`src/rtl/snapcnt_pkg.sv`:
```
package snapcnt_pkg;
  localparam int unsigned REG_W       = 32;
  localparam int unsigned ADDR_W      = 8;
  localparam int unsigned CTRL_OFS    = 'hA0;
  localparam int unsigned WORD_STRIDE = 4;
  localparam int unsigned REQ_BIT     = 1;
endpackage

```
`src/rtl/snapcnt_free.sv`:
```
module snapcnt_free #(
  parameter int unsigned CNT_W = 64
) (
  input  logic             clk,
  input  logic             rst,
  output logic [CNT_W-1:0] count
);
  always_ff @(posedge clk) begin
    if (rst) count <= '0;
    else     count <= count + CNT_W'(1);
  end

  // one step per clock, wrapping naturally
  assert_count_step_R2: assert property (@(posedge clk) disable iff (rst)
    1'b1 |=> count == $past(count) + CNT_W'(1));
endmodule

```
`src/rtl/snapcnt_latch.sv`:
```
module snapcnt_latch #(
  parameter int unsigned CNT_W       = 64,
  parameter int unsigned LATCH_DELAY = 2
) (
  input  logic             clk,
  input  logic             rst,
  input  logic             req,
  input  logic [CNT_W-1:0] live,
  output logic             busy,
  output logic [CNT_W-1:0] snap
);
  localparam int unsigned DW = $clog2(LATCH_DELAY + 1);

  logic [DW-1:0] dly;
  logic          cap;

  assign cap = busy && (dly == DW'(1));

  always_ff @(posedge clk) begin
    if (rst) begin
      busy <= 1'b0;
      dly  <= '0;
      snap <= '0;
    end else if (busy) begin
      if (cap) begin
        snap <= live;
        busy <= 1'b0;
        dly  <= '0;
      end else begin
        dly <= dly - DW'(1);
      end
    end else if (req) begin
      busy <= 1'b1;
      dly  <= DW'(LATCH_DELAY);
    end
  end

  // busy clears only at the end of the countdown
  assert_busy_fall_R3: assert property (@(posedge clk) disable iff (rst)
    $fell(busy) |-> $past(dly) == DW'(1));
  // snapshot is stable except on a capture edge
  assert_snap_hold_R5: assert property (@(posedge clk) disable iff (rst)
    !cap |=> $stable(snap));
  // a repeated request does not reload the countdown
  assert_absorb_R6: assert property (@(posedge clk) disable iff (rst)
    (busy && req && dly > DW'(1)) |=> busy && dly == $past(dly) - DW'(1));
endmodule

```
`src/rtl/snapcnt_regs.sv`:
```
module snapcnt_regs
  import snapcnt_pkg::*;
#(
  parameter int unsigned CNT_W = 64
) (
  input  logic              clk,
  input  logic              rst,
  input  logic              wr,
  input  logic              rd,
  input  logic [ADDR_W-1:0] addr,
  input  logic [REG_W-1:0]  wdata,
  input  logic              busy,
  input  logic [CNT_W-1:0]  snap,
  output logic              req,
  output logic [REG_W-1:0]  rdata
);
  localparam int unsigned NWORDS = CNT_W / REG_W;
  localparam logic [ADDR_W-1:0] CTRL_A = ADDR_W'(CTRL_OFS);

  logic              ctrl_hit;
  logic [NWORDS-1:0] word_hit;
  logic [REG_W-1:0]  word_val [NWORDS];
  logic [REG_W-1:0]  rmux;

  assign ctrl_hit = (addr == CTRL_A);
  assign req      = wr && ctrl_hit && wdata[REQ_BIT];

  for (genvar i = 0; i < NWORDS; i++) begin : g_word
    localparam logic [ADDR_W-1:0] WA = ADDR_W'(CTRL_OFS + WORD_STRIDE * (i + 1));
    assign word_hit[i] = (addr == WA);
    assign word_val[i] = snap[i*REG_W +: REG_W];
  end

  always_comb begin
    rmux = '0;
    if (ctrl_hit) rmux[REQ_BIT] = busy;
    for (int i = 0; i < NWORDS; i++) begin
      if (word_hit[i]) rmux = rmux | word_val[i];
    end
  end

  always_ff @(posedge clk) begin
    if (rst)     rdata <= '0;
    else if (rd) rdata <= rmux;
  end

  // only the request bit can be set in a control read
  assert_ctrl_zero_R8: assert property (@(posedge clk) disable iff (rst)
    (rd && ctrl_hit) |=> (rdata & ~(REG_W'(1) << REQ_BIT)) == '0);
  // unmapped addresses read zero
  assert_unmapped_zero_R8: assert property (@(posedge clk) disable iff (rst)
    (rd && !ctrl_hit && word_hit == '0) |=> rdata == '0);
  // control read reports the pending state seen at the read edge
  assert_ctrl_busy_R3: assert property (@(posedge clk) disable iff (rst)
    (rd && ctrl_hit) |=> rdata[REQ_BIT] == $past(busy));
endmodule

```
`src/rtl/latched_counter.sv`:
```
module latched_counter
  import snapcnt_pkg::*;
#(
  parameter int unsigned CNT_W       = 64,
  parameter int unsigned LATCH_DELAY = 2
) (
  input  logic              clk,
  input  logic              rst,
  input  logic              bus_wr,
  input  logic              bus_rd,
  input  logic [ADDR_W-1:0] bus_addr,
  input  logic [REG_W-1:0]  bus_wdata,
  output logic [REG_W-1:0]  bus_rdata
);
  logic [CNT_W-1:0] live;
  logic [CNT_W-1:0] snap;
  logic             busy;
  logic             req;

  snapcnt_free #(.CNT_W(CNT_W)) u_free (
    .clk(clk), .rst(rst), .count(live)
  );

  snapcnt_latch #(.CNT_W(CNT_W), .LATCH_DELAY(LATCH_DELAY)) u_latch (
    .clk(clk), .rst(rst), .req(req), .live(live), .busy(busy), .snap(snap)
  );

  snapcnt_regs #(.CNT_W(CNT_W)) u_regs (
    .clk(clk), .rst(rst), .wr(bus_wr), .rd(bus_rd), .addr(bus_addr),
    .wdata(bus_wdata), .busy(busy), .snap(snap), .req(req), .rdata(bus_rdata)
  );
endmodule

```
`config.mk`:
```
export PLATFORM = sky130hd
export DESIGN_NAME = latched_counter
export DESIGN_NICKNAME = d
export VERILOG_FILES = /design/src/rtl/snapcnt_pkg.sv /design/src/rtl/snapcnt_free.sv /design/src/rtl/snapcnt_latch.sv /design/src/rtl/snapcnt_regs.sv /design/src/rtl/latched_counter.sv
export SDC_FILE = /design/constraint.sdc
export NUM_CORES = 1
export LEC_CHECK = 0
export BUFFER_PORTS_ARGS = -buffer_cell sky130_fd_sc_hd__clkbuf_2
export CAP_MARGIN = 20
export CORE_MARGIN = 1
export CORE_UTILIZATION = 54
export CTS_CLUSTER_SIZE = 8
export DETAILED_ROUTE_END_ITERATION = 7
export GPL_TIMING_DRIVEN = 0
export PLACE_DENSITY_LB_ADDON = 0.3
export SLEW_MARGIN = 10
export SYNTH_ARGS = -nofsm -noshare
export SYNTH_HDL_FRONTEND = slang
export SYNTH_HIERARCHICAL = 1
export SYNTH_SLANG_ARGS = --single-unit
```
`constraint.sdc`:
```
create_clock -name clk -period 5.08 [get_ports clk]
set_clock_uncertainty 0.05 [all_clocks]
set_input_delay 1.016 -clock clk [delete_from_list [all_inputs] [get_ports clk]]
set_output_delay 1.016 -clock clk [all_outputs]
set_load 0.03 [all_outputs]
```
==> flow_metrics.env, run 1 <==
export IMPL_status="complete, no violations"
export IMPL_post_cts_resized=0
export IMPL_remaining_drc_errors=0
export IMPL_synth_xor_area_share_pct=4.62
export IMPL_synth_area_um2=7580
export IMPL_clk_latency_ps=430
export IMPL_cts_setup_buffers=0
export IMPL_p_per_area_nw_per_um2=306
export IMPL_period_minus_slack_ps=2740
export IMPL_crit_top_cell="nand4_1"
export IMPL_crit_required_ps=5380
export IMPL_die_area_um2=14500
export IMPL_worst_setup_path_end_kind="flop"
export IMPL_clockRootBuffer="clkbuf_16"
export IMPL_cts_tree="yes"
export IMPL_fin_total_pwr_mw=2.64
export IMPL_synth_seq_cells=163
export IMPL_initial_core_util_pct=56.4
export IMPL_grt_pass1_vias=5798
export IMPL_hp_class="flop to flop"
export IMPL_ys_types=46
export IMPL_synthAdderAreaFrac_pct=0.330
export IMPL_final_cells=1056
export IMPL_fin_util_pct=64.0
export IMPL_dpl_hpwl_um=14000
export IMPL_drive_gt1_share_pct=21.0
export IMPL_async_flop_share_pct=0
export IMPL_overflow=0
export IMPL_report_final_hold_viol_count=0
export IMPL_cap_viol_max_count=0
export IMPL_wirelength_um=19400
export IMPL_ant_nets=0
export IMPL_antenna_found_initial=0
export IMPL_crit_type="flop to flop"
export IMPL_yosys_top_cells_area="dfxtp_1 (43%), o32ai_2 (6.2%), a21oi_1 (5.7%)"
export IMPL_syn_avg_cell_area_um2=9.42
export IMPL_grt_pass1_wl_um=31100
export IMPL_dp_slack_ps=2380
export IMPL_start_kind="flop"
export IMPL_grt_max_degree=17
export IMPL_cts_sinks=163
export IMPL_regArea_um2=3260
export IMPL_syn_nets=851
export IMPL_synthSimpleGateAreaFrac_pct=21.5
export IMPL_cp_slowest_cell="nor3_2"
export IMPL_cts_made_buffers=17
export IMPL_fmax_mhz=364
export IMPL_die_w_um=121
export IMPL_max_vdd_ir_drop_v=0.000226
export IMPL_min_period_over_period_pct=54.0
export IMPL_critPathMaxStageDelay_ps=710
export IMPL_drt_pass1_iterations=5
export IMPL_synth_main_ff_cell="dfxtp_1"
export IMPL_ys_seq_area_share_pct=43.0
export IMPL_n_antenna_cell=0
export IMPL_vias_per_cell=6.13
export IMPL_via_count=6472
export IMPL_dpl_instance_area_um2=8020
export IMPL_synth_edff_count=0
export IMPL_yosysTopAreaCell="dfxtp_1"
export IMPL_drt_initial_drc_count=588
export IMPL_die_height_um=121
export IMPL_stdcell_area_um2=8600
export IMPL_clkSlewWorstSetupHoldPaths_ps=60
export IMPL_num_nets_final=913
export IMPL_fin_setup_tns_ps=0
export IMPL_crit_path_cell_trace="ha_1 > nand4_1 > nor3_2 > nand4_1 > or3_1 > a21oi_1"
export IMPL_cts_max_path_buffers=2
export IMPL_h_tree_depth=4
export IMPL_synth_mux_area_share_pct=0.132
export IMPL_final_common_cell="dfxtp_1"
export IMPL_post_place_cells=1024
export IMPL_synth_cells=805
export IMPL_area_growth_pct=13.5
export IMPL_critical_path_arrival_ps=3050
export IMPL_tightest_slew_ps=865
export IMPL_fillCellCount=1135
export IMPL_row_count=42
export IMPL_setup_viol=0
export IMPL_finalHoldWorstSlack_ps=435
export IMPL_worst_slack_ps=2340
export IMPL_multi_input_comb_area_um2=3960
export IMPL_core_area_um2=13500
export IMPL_cts_hold_buf=0
export IMPL_yosysTopAreaCellShare_pct=43.0
export IMPL_slew_headroom_pct=42.0
export IMPL_wl_per_cell_um=18.3
export IMPL_io_pins=76
export IMPL_leakagePower_nw=2.90
export IMPL_grt_usage_pct=27.9
export IMPL_port_buffers=43
export IMPL_synth_top_family_by_area="compound AO/OA/AOI/OAI gates"
export IMPL_layout_common_cells="dfxtp_1 (163), a21oi_1 (86), nand3_1 (84), nor2_1 (53), clkbuf_2 (43)"
export IMPL_synth_compound_area_share_pct=25.7
export IMPL_rsz0062_at_grt="false"
export IMPL_slew_violations=0
export IMPL_crit_fanout=10
export IMPL_gp_congestion=0.918
export IMPL_ys_warn_count=6
flip-flops by register name, summed over array words and instances (netlist names):
register      flops
u_latch/snap     64
u_free/count     64
u_latch/dly       2
u_latch/busy      1
u_regs/rdata     32
final cells by class:
| class | instances | area share (%) |
|---|---|---|
| multi-input cells | 568 | 46.0 |
| flip-flops and latches | 163 | 37.9 |
| clock buffers | 21 | 5.23 |
| plain buffers | 67 | 3.88 |
| well taps | 176 | 2.56 |
| repair buffers | 43 | 2.50 |
| clock inverters | 11 | 1.57 |
| inverters | 7 | 0.305 |
power breakdown:
group          switching, mW  total [mW]  internal, mW  leakage [nW]
clock                  0.502        1.28         0.779         0.286
combinational         0.0510      0.0725        0.0215          1.30
sequential           0.00290        1.28          1.28          1.31
total                  0.556        2.64          2.08          2.90
final timing paths:
| kind | from | end | slack, ps | cells after the start |
|---|---|---|---|---|
| setup / recovery | u_free/count[0] | u_free/count[56] | 2340 | 6 |
| hold / removal | u_free/count[63] | u_latch/snap[63] | 440 | 2 |
| setup reg to reg | u_free/count[0] | u_free/count[56] | 2340 | 6 |
| hold reg to reg | u_free/count[63] | u_latch/snap[63] | 440 | 2 |
synth_stat cells, types with 4 or more instances:
cell        n
dfxtp_1   163
buf_2      36
and3_1      6
or3_1      20
nand2_1    21
a22oi_1    31
nand2b_1   33
nor3_1      7
xor2_1     29
clkbuf_1   22
inv_1       7
buf_1       4
or4_1       7
xnor2_1    11
a21bo_2    29
o31ai_1     4
nand3_1    84
nor4_1      5
nand4_1    30
o32ai_2    29
a21oi_1    86
buf_6       5
a21bo_1    35
o21ai_0    18
nor2_1     53
cells by family after synthesis:
kind of cell	after synthesis
AND/OR/NAND/NOR	287
AO/OA/AOI/OAI	238
flip-flops	163
buffers and inverters	74
XOR/XNOR	40
adder cells (fa/ha/maj)	2
multiplexers	1
critical path, delay by kind of cell (launching register included):
family / cells / cell delay [ps]
simple gates: 4 / 1810
flops: 1 / 420
fa+ha+maj: 1 / 250
compound gates: 1 / 140
metal layers:
layer  vias to the layer above  global-route usage (%)  part of all wire (%)
li1                       3082                       -                     -
met1                      3112                    38.0                    45
met2                       243                    42.3                    45
met3                        35                    5.38                   7.1
met4                         0                    13.7                   2.9
met5                         -                       0                     0
Power figures use the tool's default switching activity.
==> run 2: changes to the inputs <==
--- a/config.mk
+++ b/config.mk
@@ -8,7 +8,7 @@
 export BUFFER_PORTS_ARGS = -buffer_cell sky130_fd_sc_hd__clkbuf_2
 export CAP_MARGIN = 20
 export CORE_MARGIN = 1
-export CORE_UTILIZATION = 54
+export CORE_UTILIZATION = 53
 export CTS_CLUSTER_SIZE = 8
 export DETAILED_ROUTE_END_ITERATION = 7
 export GPL_TIMING_DRIVEN = 0
==> constraint.sdc (replaced) <==
create_clock -name clk -period 2.25 [get_ports clk]
set_clock_uncertainty 0.05 [all_clocks]
set_input_delay 0.45 -clock clk [delete_from_list [all_inputs] [get_ports clk]]
set_output_delay 0.45 -clock clk [all_outputs]
set_load 0.03 [all_outputs]
==> run 2 against run 1 <==
  * Hold slack worse by 170 ps
  * Wire length rose by 2.7%
  * Cell area is 2.3% higher
  * Combinational power increased by 130%
  * First-iteration DRC count grew 5.6%
  * Power grew 130%
  * Critical path depth rose by 1
  * Fmax rose by 27%
  * Critical path type unchanged
  * Cell count grew 1.7%
  * Non-clock buffer count up 15
==> flow_metrics.env, run 2 (same netlist as run 1, synthesis figures left out) <==
export IMPL_die_height_um=122
export IMPL_stdcell_area_um2=8800
export IMPL_cts_made_buffers=17
export IMPL_largestRegisters="u_free/count: 64 flops, u_latch/snap: 64 flops, u_regs/rdata: 32 flops"
export IMPL_cts_max_path_buffers=2
export IMPL_dp_slack_ps=-553
export IMPL_max_vdd_ir_drop_v=0.000572
export IMPL_drt_initial_drc_count=621
export IMPL_worst_slack_ps=89.4
export IMPL_setup_viol=0
export IMPL_fin_setup_tns_ps=0
export IMPL_critical_path_arrival_ps=2460
export IMPL_grt_usage_pct=28.1
export IMPL_min_period_over_period_pct=96.0
export IMPL_clkSlewWorstSetupHoldPaths_ps=60
export IMPL_slew_violations=0
export IMPL_leakagePower_nw=3.03
export IMPL_crit_required_ps=2550
export IMPL_remaining_drc_errors=0
export IMPL_gp_congestion=0.867
export IMPL_cap_viol_max_count=0
export IMPL_layout_common_cells="dfxtp_1 (155), a21oi_1 (86), nand3_1 (83), nor2_1 (53), clkbuf_2 (44)"
export IMPL_post_place_cells=1028
export IMPL_antenna_found_initial=0
export IMPL_crit_type="flop to flop"
export IMPL_overflow=0
export IMPL_area_growth_pct=16.1
export IMPL_rsz0062_at_grt="false"
export IMPL_drt_pass1_iterations=5
export IMPL_h_tree_depth=4
export IMPL_core_area_um2=13900
export IMPL_cts_tree="yes"
export IMPL_start_kind="flop"
export IMPL_n_antenna_cell=0
export IMPL_drive_gt1_share_pct=23.4
export IMPL_die_w_um=122
export IMPL_period_minus_slack_ps=2160
export IMPL_clk_latency_ps=430
export IMPL_grt_max_degree=17
export IMPL_dpl_instance_area_um2=8020
export IMPL_report_final_hold_viol_count=0
export IMPL_num_nets_final=928
export IMPL_crit_fanout=10
export IMPL_status="complete, no violations"
export IMPL_final_common_cell="dfxtp_1"
export IMPL_initial_core_util_pct=54.4
export IMPL_worst_setup_path_end_kind="flop"
export IMPL_row_count=43
export IMPL_final_cells=1074
export IMPL_via_count=6502
export IMPL_p_per_area_nw_per_um2=678
export IMPL_fmax_mhz=463
export IMPL_tightest_slew_ps=702
export IMPL_cts_sinks=163
export IMPL_reg2reg_setup_slack_ps=90
export IMPL_grt_pass1_wl_um=31800
export IMPL_port_buffers=43
export IMPL_io_pins=76
export IMPL_wirelength_um=19900
export IMPL_grt_pass1_vias=6111
export IMPL_dpl_hpwl_um=14100
export IMPL_slew_headroom_pct=53.2
export IMPL_cts_hold_buf=0
export IMPL_die_area_um2=14800
export IMPL_wl_per_cell_um=18.5
export IMPL_vias_per_cell=6.05
export IMPL_ant_nets=0
export IMPL_hp_class="input port to flop"
export IMPL_fillCellCount=1153
export IMPL_clockRootBuffer="clkbuf_16"
[run 2: worst paths after layout]
check	startpoint	cells past startpoint	to
max	u_free/count[29]	7	u_free/count[59]
min	rst	2	u_regs/rdata[21]
max reg2reg	u_free/count[29]	7	u_free/count[59]
min reg2reg	u_free/count[0]	1	u_free/count[0]
[run 2: worst max-delay path, stage by stage, from the launching register on]
cell	delay, ps
dfxtp_1	450
nand4_1	230
nor4_4	310
buf_4	180
nand4_1	150
buf_2	230
or3_1	350
a21oi_1	140
[run 2: final cells by class]
| cell class | count | area, um^2 | area share (%) |
|---|---|---|---|
| multi-input cells | 568 | 4010 | 45.6 |
| inverters | 7 | 26.3 | 0.299 |
| plain buffers | 67 | 335 | 3.81 |
| clock inverters | 8 | 128 | 1.45 |
| clock buffers | 23 | 458 | 5.20 |
| flip-flops and latches | 163 | 3270 | 37.2 |
| repair buffers | 58 | 344 | 3.91 |
| well taps | 180 | 225 | 2.56 |
[run 2: where the power goes]
group / switching, mW / total (mW) / internal, mW
Clock: 1.14 / 2.91 / 1.77
Combinational: 0.115 / 0.166 / 0.0505
Sequential: 0.00855 / 2.90 / 2.89
[run 2: metrics by stage]
step	power (mW)	hold WS, ps	util [%]
6_report	5.97	263	63.2
5_1_grt	6.15	305	63.2
4_1_cts	6.00	248	62.7
3_5_place_dp	3.12	437	57.6
3_3_place_gp	3.12	423	57.6
2_1_floorplan	3.07	391	-
[run 2: routing by layer]
layer	wire length, um	GRT usage, %
met1	8900	37.3
met2	9060	43.4
met3	1280	5.66
met4	647	14.1
met5	0	0
[run 2: repair_timing]
item | 4_1_cts | 5_1_grt
resized for setup | 4 | 16
pin swaps | 6 | 5
setup endpoints to repair | 40 | 31
setup buffers | 11 | 4
